[src/rtl/mdio_mgmt_pkg.sv]
package mdio_mgmt_pkg;

  localparam logic [7:0] OFS_ADDR  = 8'h44;
  localparam logic [7:0] OFS_WDATA = 8'h48;
  localparam logic [7:0] OFS_RDATA = 8'h4C;
  localparam logic [7:0] OFS_CMD   = 8'h50;

  localparam int CMD_CODE_BIT  = 0;
  localparam int CMD_START_BIT = 8;
  localparam int CMD_BUSY_BIT  = 16;

  localparam int BODY_BITS = 32;

  typedef enum logic {
    ACC_READ  = 1'b0,
    ACC_WRITE = 1'b1
  } access_e;

  typedef struct packed {
    access_e     code;
    logic [4:0]  phy;
    logic [4:0]  regn;
    logic [15:0] data;
  } xfer_req_t;

  // Frame body after the preamble: start, opcode, addresses, turnaround, data.
  function automatic logic [BODY_BITS-1:0] frame_body(input xfer_req_t r);
    logic [1:0]  op;
    logic [1:0]  ta;
    logic [15:0] d;
    op = (r.code == ACC_WRITE) ? 2'b01 : 2'b10;
    ta = (r.code == ACC_WRITE) ? 2'b10 : 2'b11;
    d  = (r.code == ACC_WRITE) ? r.data : 16'hFFFF;
    return {2'b01, op, r.phy, r.regn, ta, d};
  endfunction

endpackage

[src/rtl/mdio_mdc_gen.sv]
module mdio_mdc_gen #(
  parameter int HALF_CYC = 25,
  parameter int HOLD_CYC = 3
) (
  input  logic clk,
  input  logic rst,
  input  logic en,
  output logic mdc,
  output logic launch,
  output logic rise,
  output logic fall
);
  localparam int CW = (HALF_CYC > 2) ? $clog2(HALF_CYC) : 1;
  localparam logic [CW-1:0] LAST = CW'(HALF_CYC - 1);
  localparam logic [CW-1:0] HOLD = CW'(HOLD_CYC);

  logic [CW-1:0] cnt_q;
  logic          mdc_q;
  logic          at_last;

  assign at_last = (cnt_q == LAST);

  always_ff @(posedge clk) begin
    if (rst || !en) begin
      cnt_q <= '0;
      mdc_q <= 1'b0;
    end else if (at_last) begin
      cnt_q <= '0;
      mdc_q <= ~mdc_q;
    end else begin
      cnt_q <= cnt_q + CW'(1);
    end
  end

  assign mdc    = mdc_q;
  assign launch = en && !mdc_q && (cnt_q == HOLD);
  assign rise   = en && !mdc_q && at_last;
  assign fall   = en &&  mdc_q && at_last;

endmodule

[src/rtl/mdio_frame_engine.sv]
module mdio_frame_engine
  import mdio_mgmt_pkg::*;
#(
  parameter int PRE_LEN = 32
) (
  input  logic        clk,
  input  logic        rst,
  input  logic        start,
  input  xfer_req_t   req,
  input  logic        launch,
  input  logic        rise,
  input  logic        fall,
  input  logic        mdio_i,
  output logic        busy,
  output logic        mdio_o,
  output logic        mdio_oe,
  output logic [15:0] rd_data
);
  localparam int FRAME    = PRE_LEN + BODY_BITS;
  localparam int CW       = $clog2(FRAME + 1);
  localparam int REL_IDX  = PRE_LEN + 14;
  localparam int DATA_IDX = PRE_LEN + 16;

  logic             busy_q;
  logic [CW-1:0]    bit_cnt_q;
  logic [FRAME-1:0] shift_q;
  logic             is_rd_q;
  logic [15:0]      rx_q;
  logic [15:0]      rd_data_q;
  logic             o_q;
  logic             oe_q;

  always_ff @(posedge clk) begin
    if (rst) begin
      busy_q    <= 1'b0;
      bit_cnt_q <= '0;
      shift_q   <= '0;
      is_rd_q   <= 1'b0;
      rx_q      <= '0;
      rd_data_q <= '0;
      o_q       <= 1'b1;
      oe_q      <= 1'b0;
    end else if (!busy_q) begin
      if (start) begin
        busy_q    <= 1'b1;
        bit_cnt_q <= '0;
        shift_q   <= {{PRE_LEN{1'b1}}, frame_body(req)};
        is_rd_q   <= (req.code == ACC_READ);
      end
    end else begin
      if (launch && (bit_cnt_q < CW'(FRAME))) begin
        o_q     <= shift_q[FRAME-1];
        oe_q    <= !(is_rd_q && (bit_cnt_q >= CW'(REL_IDX)));
        shift_q <= {shift_q[FRAME-2:0], 1'b1};
      end
      if (rise) begin
        if (is_rd_q && (bit_cnt_q >= CW'(DATA_IDX)))
          rx_q <= {rx_q[14:0], mdio_i};
        bit_cnt_q <= bit_cnt_q + CW'(1);
      end
      if (fall && (bit_cnt_q == CW'(FRAME))) begin
        busy_q <= 1'b0;
        oe_q   <= 1'b0;
        o_q    <= 1'b1;
        if (is_rd_q)
          rd_data_q <= rx_q;
      end
    end
  end

  assign busy    = busy_q;
  assign mdio_o  = o_q;
  assign mdio_oe = oe_q;
  assign rd_data = rd_data_q;

endmodule

[src/rtl/mdio_csr.sv]
module mdio_csr
  import mdio_mgmt_pkg::*;
#(
  parameter int ADDR_W = 8
) (
  input  logic              clk,
  input  logic              rst,
  input  logic              reg_wr,
  input  logic              reg_rd,
  input  logic [ADDR_W-1:0] reg_addr,
  input  logic [31:0]       reg_wdata,
  output logic [31:0]       reg_rdata,
  input  logic              busy,
  input  logic [15:0]       rd_result,
  output logic              start,
  output xfer_req_t         req
);
  localparam logic [ADDR_W-1:0] A_ADDR  = ADDR_W'(OFS_ADDR);
  localparam logic [ADDR_W-1:0] A_WDATA = ADDR_W'(OFS_WDATA);
  localparam logic [ADDR_W-1:0] A_RDATA = ADDR_W'(OFS_RDATA);
  localparam logic [ADDR_W-1:0] A_CMD   = ADDR_W'(OFS_CMD);

  logic [15:0] addr_q;
  logic [15:0] wdata_q;
  logic        code_q;
  logic [31:0] rdata_q;
  logic        cmd_wr;
  logic        unused_wbits;

  assign unused_wbits = ^{reg_wdata[31:16]};
  assign cmd_wr = reg_wr && (reg_addr == A_CMD) && !busy;
  assign start  = cmd_wr && reg_wdata[CMD_START_BIT];

  always_ff @(posedge clk) begin
    if (rst) begin
      addr_q  <= '0;
      wdata_q <= '0;
      code_q  <= 1'b0;
    end else if (reg_wr) begin
      if (reg_addr == A_ADDR)  addr_q  <= reg_wdata[15:0];
      if (reg_addr == A_WDATA) wdata_q <= reg_wdata[15:0];
      if (cmd_wr)              code_q  <= reg_wdata[CMD_CODE_BIT];
    end
  end

  always_ff @(posedge clk) begin
    if (rst) begin
      rdata_q <= '0;
    end else if (reg_rd) begin
      rdata_q <= '0;
      if (reg_addr == A_ADDR)  rdata_q[15:0] <= addr_q;
      if (reg_addr == A_WDATA) rdata_q[15:0] <= wdata_q;
      if (reg_addr == A_RDATA) rdata_q[15:0] <= rd_result;
      if (reg_addr == A_CMD) begin
        rdata_q[CMD_BUSY_BIT] <= busy;
        rdata_q[CMD_CODE_BIT] <= code_q;
      end
    end
  end

  assign reg_rdata = rdata_q;

  always_comb begin
    req.code = access_e'(reg_wdata[CMD_CODE_BIT]);
    req.phy  = addr_q[12:8];
    req.regn = addr_q[4:0];
    req.data = wdata_q;
  end

endmodule

[src/rtl/mdio_mgmt_master.sv]
module mdio_mgmt_master
  import mdio_mgmt_pkg::*;
#(
  parameter int ADDR_W   = 8,
  parameter int HALF_CYC = 25,
  parameter int HOLD_CYC = 3,
  parameter int PRE_LEN  = 32
) (
  input  logic              clk,
  input  logic              rst,
  input  logic              reg_wr,
  input  logic              reg_rd,
  input  logic [ADDR_W-1:0] reg_addr,
  input  logic [31:0]       reg_wdata,
  output logic [31:0]       reg_rdata,
  output logic              mdc,
  output logic              mdio_o,
  output logic              mdio_oe,
  input  logic              mdio_i
);
  logic        xfer_busy;
  logic        xfer_start;
  xfer_req_t   xfer_req;
  logic [15:0] rd_result;
  logic        ev_launch;
  logic        ev_rise;
  logic        ev_fall;

  mdio_csr #(.ADDR_W(ADDR_W)) csr_i (
    .clk       (clk),
    .rst       (rst),
    .reg_wr    (reg_wr),
    .reg_rd    (reg_rd),
    .reg_addr  (reg_addr),
    .reg_wdata (reg_wdata),
    .reg_rdata (reg_rdata),
    .busy      (xfer_busy),
    .rd_result (rd_result),
    .start     (xfer_start),
    .req       (xfer_req)
  );

  mdio_mdc_gen #(.HALF_CYC(HALF_CYC), .HOLD_CYC(HOLD_CYC)) mdc_i (
    .clk    (clk),
    .rst    (rst),
    .en     (xfer_busy),
    .mdc    (mdc),
    .launch (ev_launch),
    .rise   (ev_rise),
    .fall   (ev_fall)
  );

  mdio_frame_engine #(.PRE_LEN(PRE_LEN)) eng_i (
    .clk     (clk),
    .rst     (rst),
    .start   (xfer_start),
    .req     (xfer_req),
    .launch  (ev_launch),
    .rise    (ev_rise),
    .fall    (ev_fall),
    .mdio_i  (mdio_i),
    .busy    (xfer_busy),
    .mdio_o  (mdio_o),
    .mdio_oe (mdio_oe),
    .rd_data (rd_result)
  );

endmodule

[config.mk]
export PLATFORM = sky130hd
export DESIGN_NAME = mdio_mgmt_master
export DESIGN_NICKNAME = d
export VERILOG_FILES = /design/src/rtl/mdio_mgmt_pkg.sv /design/src/rtl/mdio_mdc_gen.sv /design/src/rtl/mdio_frame_engine.sv /design/src/rtl/mdio_csr.sv /design/src/rtl/mdio_mgmt_master.sv
export SDC_FILE = /design/constraint.sdc
export NUM_CORES = 1
export LEC_CHECK = 0
export BUFFER_PORTS_ARGS = -buffer_cell sky130_fd_sc_hd__buf_2
export CORE_UTILIZATION = 58
export DETAILED_ROUTE_END_ITERATION = 8
export PLACE_DENSITY_LB_ADDON = 0.1
export REMOVE_ABC_BUFFERS = 1
export SETUP_SLACK_MARGIN = 0.5
export SKIP_CTS_REPAIR_TIMING = 1
export SYNTH_ARGS = -nofsm -noshare
export SYNTH_HDL_FRONTEND = slang
export SYNTH_SLANG_ARGS = --single-unit
[constraint.sdc]
create_clock -name clk -period 2.37 [get_ports clk]
set_clock_uncertainty 0.05 [all_clocks]
set_input_delay 0.237 -clock clk [delete_from_list [all_inputs] [get_ports clk]]
set_output_delay 0.237 -clock clk [all_outputs]
set_load 0.03 [all_outputs]
==> metrics.md <==
| Metric | Value |
|---|---|
| YS warnings | `0` |
| DR iter-0 viols | `447` |
| Area leader, netlist | `dfxtp_1` |
| Seq cells post-synth | `~160` |
| Ys flop type | `dfxtp_1` |
| Crit end category | `flip-flop` |
| Worst-Skew Late Latency | `between 0.4 and 0.5 ns` |
| Critical Path End | `eng_i.rd_data[1]$_SDFFE_PP0P_` |
| Ratio of cells with drive above 1 in the final layout | `approximately 18%` |
| CTS Buffer Depth | `2` |
| XOR/XNOR share of the synthesized area | `around 1.1%` |
| Clk slew on worst S/H paths | `~0.06 ns` |
| Area growth syn-to-layout | `16.0%` |
| Slew Viols, Final | `0` |
| Measured slew at the worst slew-check pin | `approximately 0.57 ns` |
| Post-Synth Adder-Cell Area | `less than 1%` |
| Slowest cell on crit path | `or4b_4` |
| Startpoint Class | `flip-flop` |
| Library cells used by synthesis | `45` |
| Via count | `5672` |
| Pre-Repair DR Iteration Count | `4` |
| Critical Path Start | `eng_i.bit_cnt_q[3]$_SDFFE_PP0P_` |
| Dpl ws | `0.229 ns` |
| Internal reg-to-reg setup slack | `roughly 0.47 ns` |
| Max Cap Violations | `0` |
| Core Util, Final | `between 60 and 70%` |
| RSZ-0062 raised after global routing | `true` |
| Total GRT Usage | `25.8%` |
| Max-slew headroom | `~62%` |
| Synth Area in Compound Gates | `8.38%` |
| Internal power | `0.00447 W` |
| Ranking of synthesized cells by area | `dfxtp_1 46%, mux2i_1 11%, nor3_1 8.4%` |
| Number of global-route vias before repair | `slightly above 5000` |
| I/O pin total | `80` |
| CTS sink cnt | `163` |
| Largest net degree at the start of global routing | `70` |
| Crit path cell chain | `or4b_4, nor4_4, and3_4, clkbuf_16, mux2i_1` |
| Initial antenna violation count | `1` |
| Post-synthesis cell count | `slightly below 800` |
| Post-synthesis mux area share | `a little over an eighth` |
| Critical path's largest stage delay | `around 0.54 ns` |
| Switching portion of total power | `roughly 21%` |
| Minimum clock period | `around 1.9 ns` |
| P per Cell Area | `between 600 and 700 nW/µm²` |
| Critical path peak fanout | `8` |
| First-pass GRT wire length | `between 20 and 30 mm` |
| CTS tree | `built` |
| Top cell types by occurrence after synthesis | `163 x dfxtp_1, 120 x nor3_1, 108 x nor2_1, 76 x mux2i_1, 47 x clkbuf_1` |
| Leakage | `3.46 nW` |
| # nets final | `approximately 880` |
| Status | `complete, no violations` |
| Die span in y | `about 110 µm` |
| Clock share of power | `a little under 50%` |
| Reg power frac | `between 40% and 50%` |
| Final hold viol count | `0` |
| Hold WC Path Type | `in2reg` |
| Simple-Gate Fraction of Synth Area | `23.8%` |
| CTS H-Tree Depth | `4` |
| Final setup viols | `0` |
| R2R depth | `5` |
| Most common cell in the netlist | `dfxtp_1` |
| Root buffer cell | `clkbuf_16` |
| Die width | `roughly 110 µm` |
| Worst VDD drop | `439 µV` |
| Main combinational cell family by area after synthesis | `simple AND/OR/NAND/NOR gates` |
| DP Wirelength | `about 10 mm` |
| Placed cell count | `942` |
| WP data arrival | `around 2.2 ns` |
| Post-synthesis sequential area ratio | `between 40% and 50%` |
| ANT nets after route | `0` |
| Fmax | `between 0.5 and 0.6 GHz` |
| Avg Cell Area, Syn | `between 8 and 9 µm²` |
| Yosys top cell area share | `45.8%` |
| Period Utilization, post-route | `roughly 80%` |
| Post-synthesis cell area | `about 7100 µm²` |
| Total die area | `between 10000 and 15000 µm²` |
| WL/cell | `between 15 and 20 µm` |
| Fin cells | `roughly 990` |
| Critical Path RT | `approximately 2.7 ns` |
| Setup WS post-layout | `between 0.4 and 0.5 ns` |
| Port bufs | `48` |
| Async set or reset register ratio after synthesis | `0%` |
| Post-synth EDFFs | `0` |
| Switching Power | `0.00122 W` |
| GRT overflow | `0` |
| Total length of routed wires | `~16 mm` |
| # rows | `40` |
| RR Endpoint | `eng_i.rd_data[1]$_SDFFE_PP0P_` |
| Logic pwr share | `3.4%` |
| Via density | `~5.7` |
| CTS Buf Count | `17` |
| Initial Util | `~59%` |
| Worst setup path category | `reg2reg` |
| DRC viols | `0` |
| Final Total Pwr | `about 0.0057 W` |
| Global placer's final weighted congestion | `0.854` |
| Reg2Reg Launch Point | `eng_i.bit_cnt_q[3]$_SDFFE_PP0P_` |
| Core ar. | `approximately 12000 µm²` |
[placed cells by master, fill, tap and decap left out, types with 13 or more instances in the layout]
master,count
a21oi_1,37
a221oi_1,13
a22o_1,16
buf_2,47
buf_4,24
clkbuf_16,20
conb_1,15
dfxtp_1,156
inv_1,20
mux2_2,16
mux2i_1,76
nand2b_1,38
nor2_1,108
nor2b_1,20
nor3_1,120
[layout make-up]
type | instances | area, µm²
fillers | 979 | 3750
repair buffers | 82 | 642
diodes | 1 | 2.50
flip-flops and latches | 163 | 3280
inverters | 22 | 82.6
clock buffers | 21 | 450
multi-input cells | 542 | 3480
clock inverters | 10 | 134
well taps | 147 | 184
[per-stage QoR]
step           hold slack [ns]  instance area, µm²  setup TNS [ns]
3_3_place_gp             0.396                7430               0
4_1_cts                0.00360                8010               0
3_5_place_dp             0.412                7430               0
6_report               0.00563                8260               0
5_1_grt                 0.0207                8260               0
2_1_floorplan            0.256                6770          -93.82
[metal layers]
metal / track usage (%) / part of all wire [%] / up-vias
met2: 42.8 / 50 / 138
li1: - / - / 2793
met3: 6.96 / 4.6 / 24
met5: 0 / 0 / -
met4: 9.69 / 1.9 / 0
met1: 32.1 / 44 / 2717
[flip-flops by register name (all words and copies together) (netlist names)]
name and cells:
eng_i.shift_q 64, csr_i.reg_rdata 17, csr_i.addr_q 16, csr_i.wdata_q 16, eng_i.rd_data 16, eng_i.rx_q 16, eng_i.bit_cnt_q 7, mdc_i.cnt_q 5
csr_i.code_q 1, eng_i.busy 1, eng_i.is_rd_q 1, eng_i.mdio_o 1, eng_i.mdio_oe 1, mdc_i.mdc 1
[worst min path at each step]
stage                              start                          endpoint  slack [ns]  cells past startpoint
2_1_floorplan                        rst  csr_i.reg_rdata[16]$_SDFFE_PP0P_        0.26                      1
3_3_place_gp   mdc_i.cnt_q[0]$_SDFF_PP0_         mdc_i.cnt_q[0]$_SDFF_PP0_        0.40                      1
3_5_place_dp   mdc_i.cnt_q[0]$_SDFF_PP0_         mdc_i.cnt_q[0]$_SDFF_PP0_        0.41                      1
4_1_cts                           mdio_i        eng_i.rx_q[0]$_SDFFE_PP0P_       0.004                      3
5_1_grt                     reg_wdata[5]     csr_i.wdata_q[5]$_SDFFE_PP0P_        0.02                      3
6_report                          mdio_i        eng_i.rx_q[0]$_SDFFE_PP0P_       0.006                      3
[cell families after synthesis]
kind of cell             after synthesis
AND/OR/NAND/NOR                      334
adder cells (fa/ha/maj)                4
buffers and inverters                104
other                                  1
AO/OA/AOI/OAI                         88
multiplexers                          92
XOR/XNOR                               9
flip-flops                           163
[power groups by stage]
stage	Sequential [W]	Combinational [W]	Clock, W
5_1_grt	0.00274	0.000210	0.00290
2_1_floorplan	0.00281	0.0000723	0
6_report	0.00274	0.000195	0.00275
4_1_cts	0.00274	0.000193	0.00278
3_3_place_gp	0.00280	0.000190	0
3_5_place_dp	0.00280	0.000193	0
[worst max-delay path: cells and delay by family, from the launching register on]
family	cells	cell delay (ns)
muxes	1	0.19
and+or+nand+nor	3	1.05
DFF	1	0.35
buffers and inverters	1	0.18
Power figures use the tool's default switching activity.
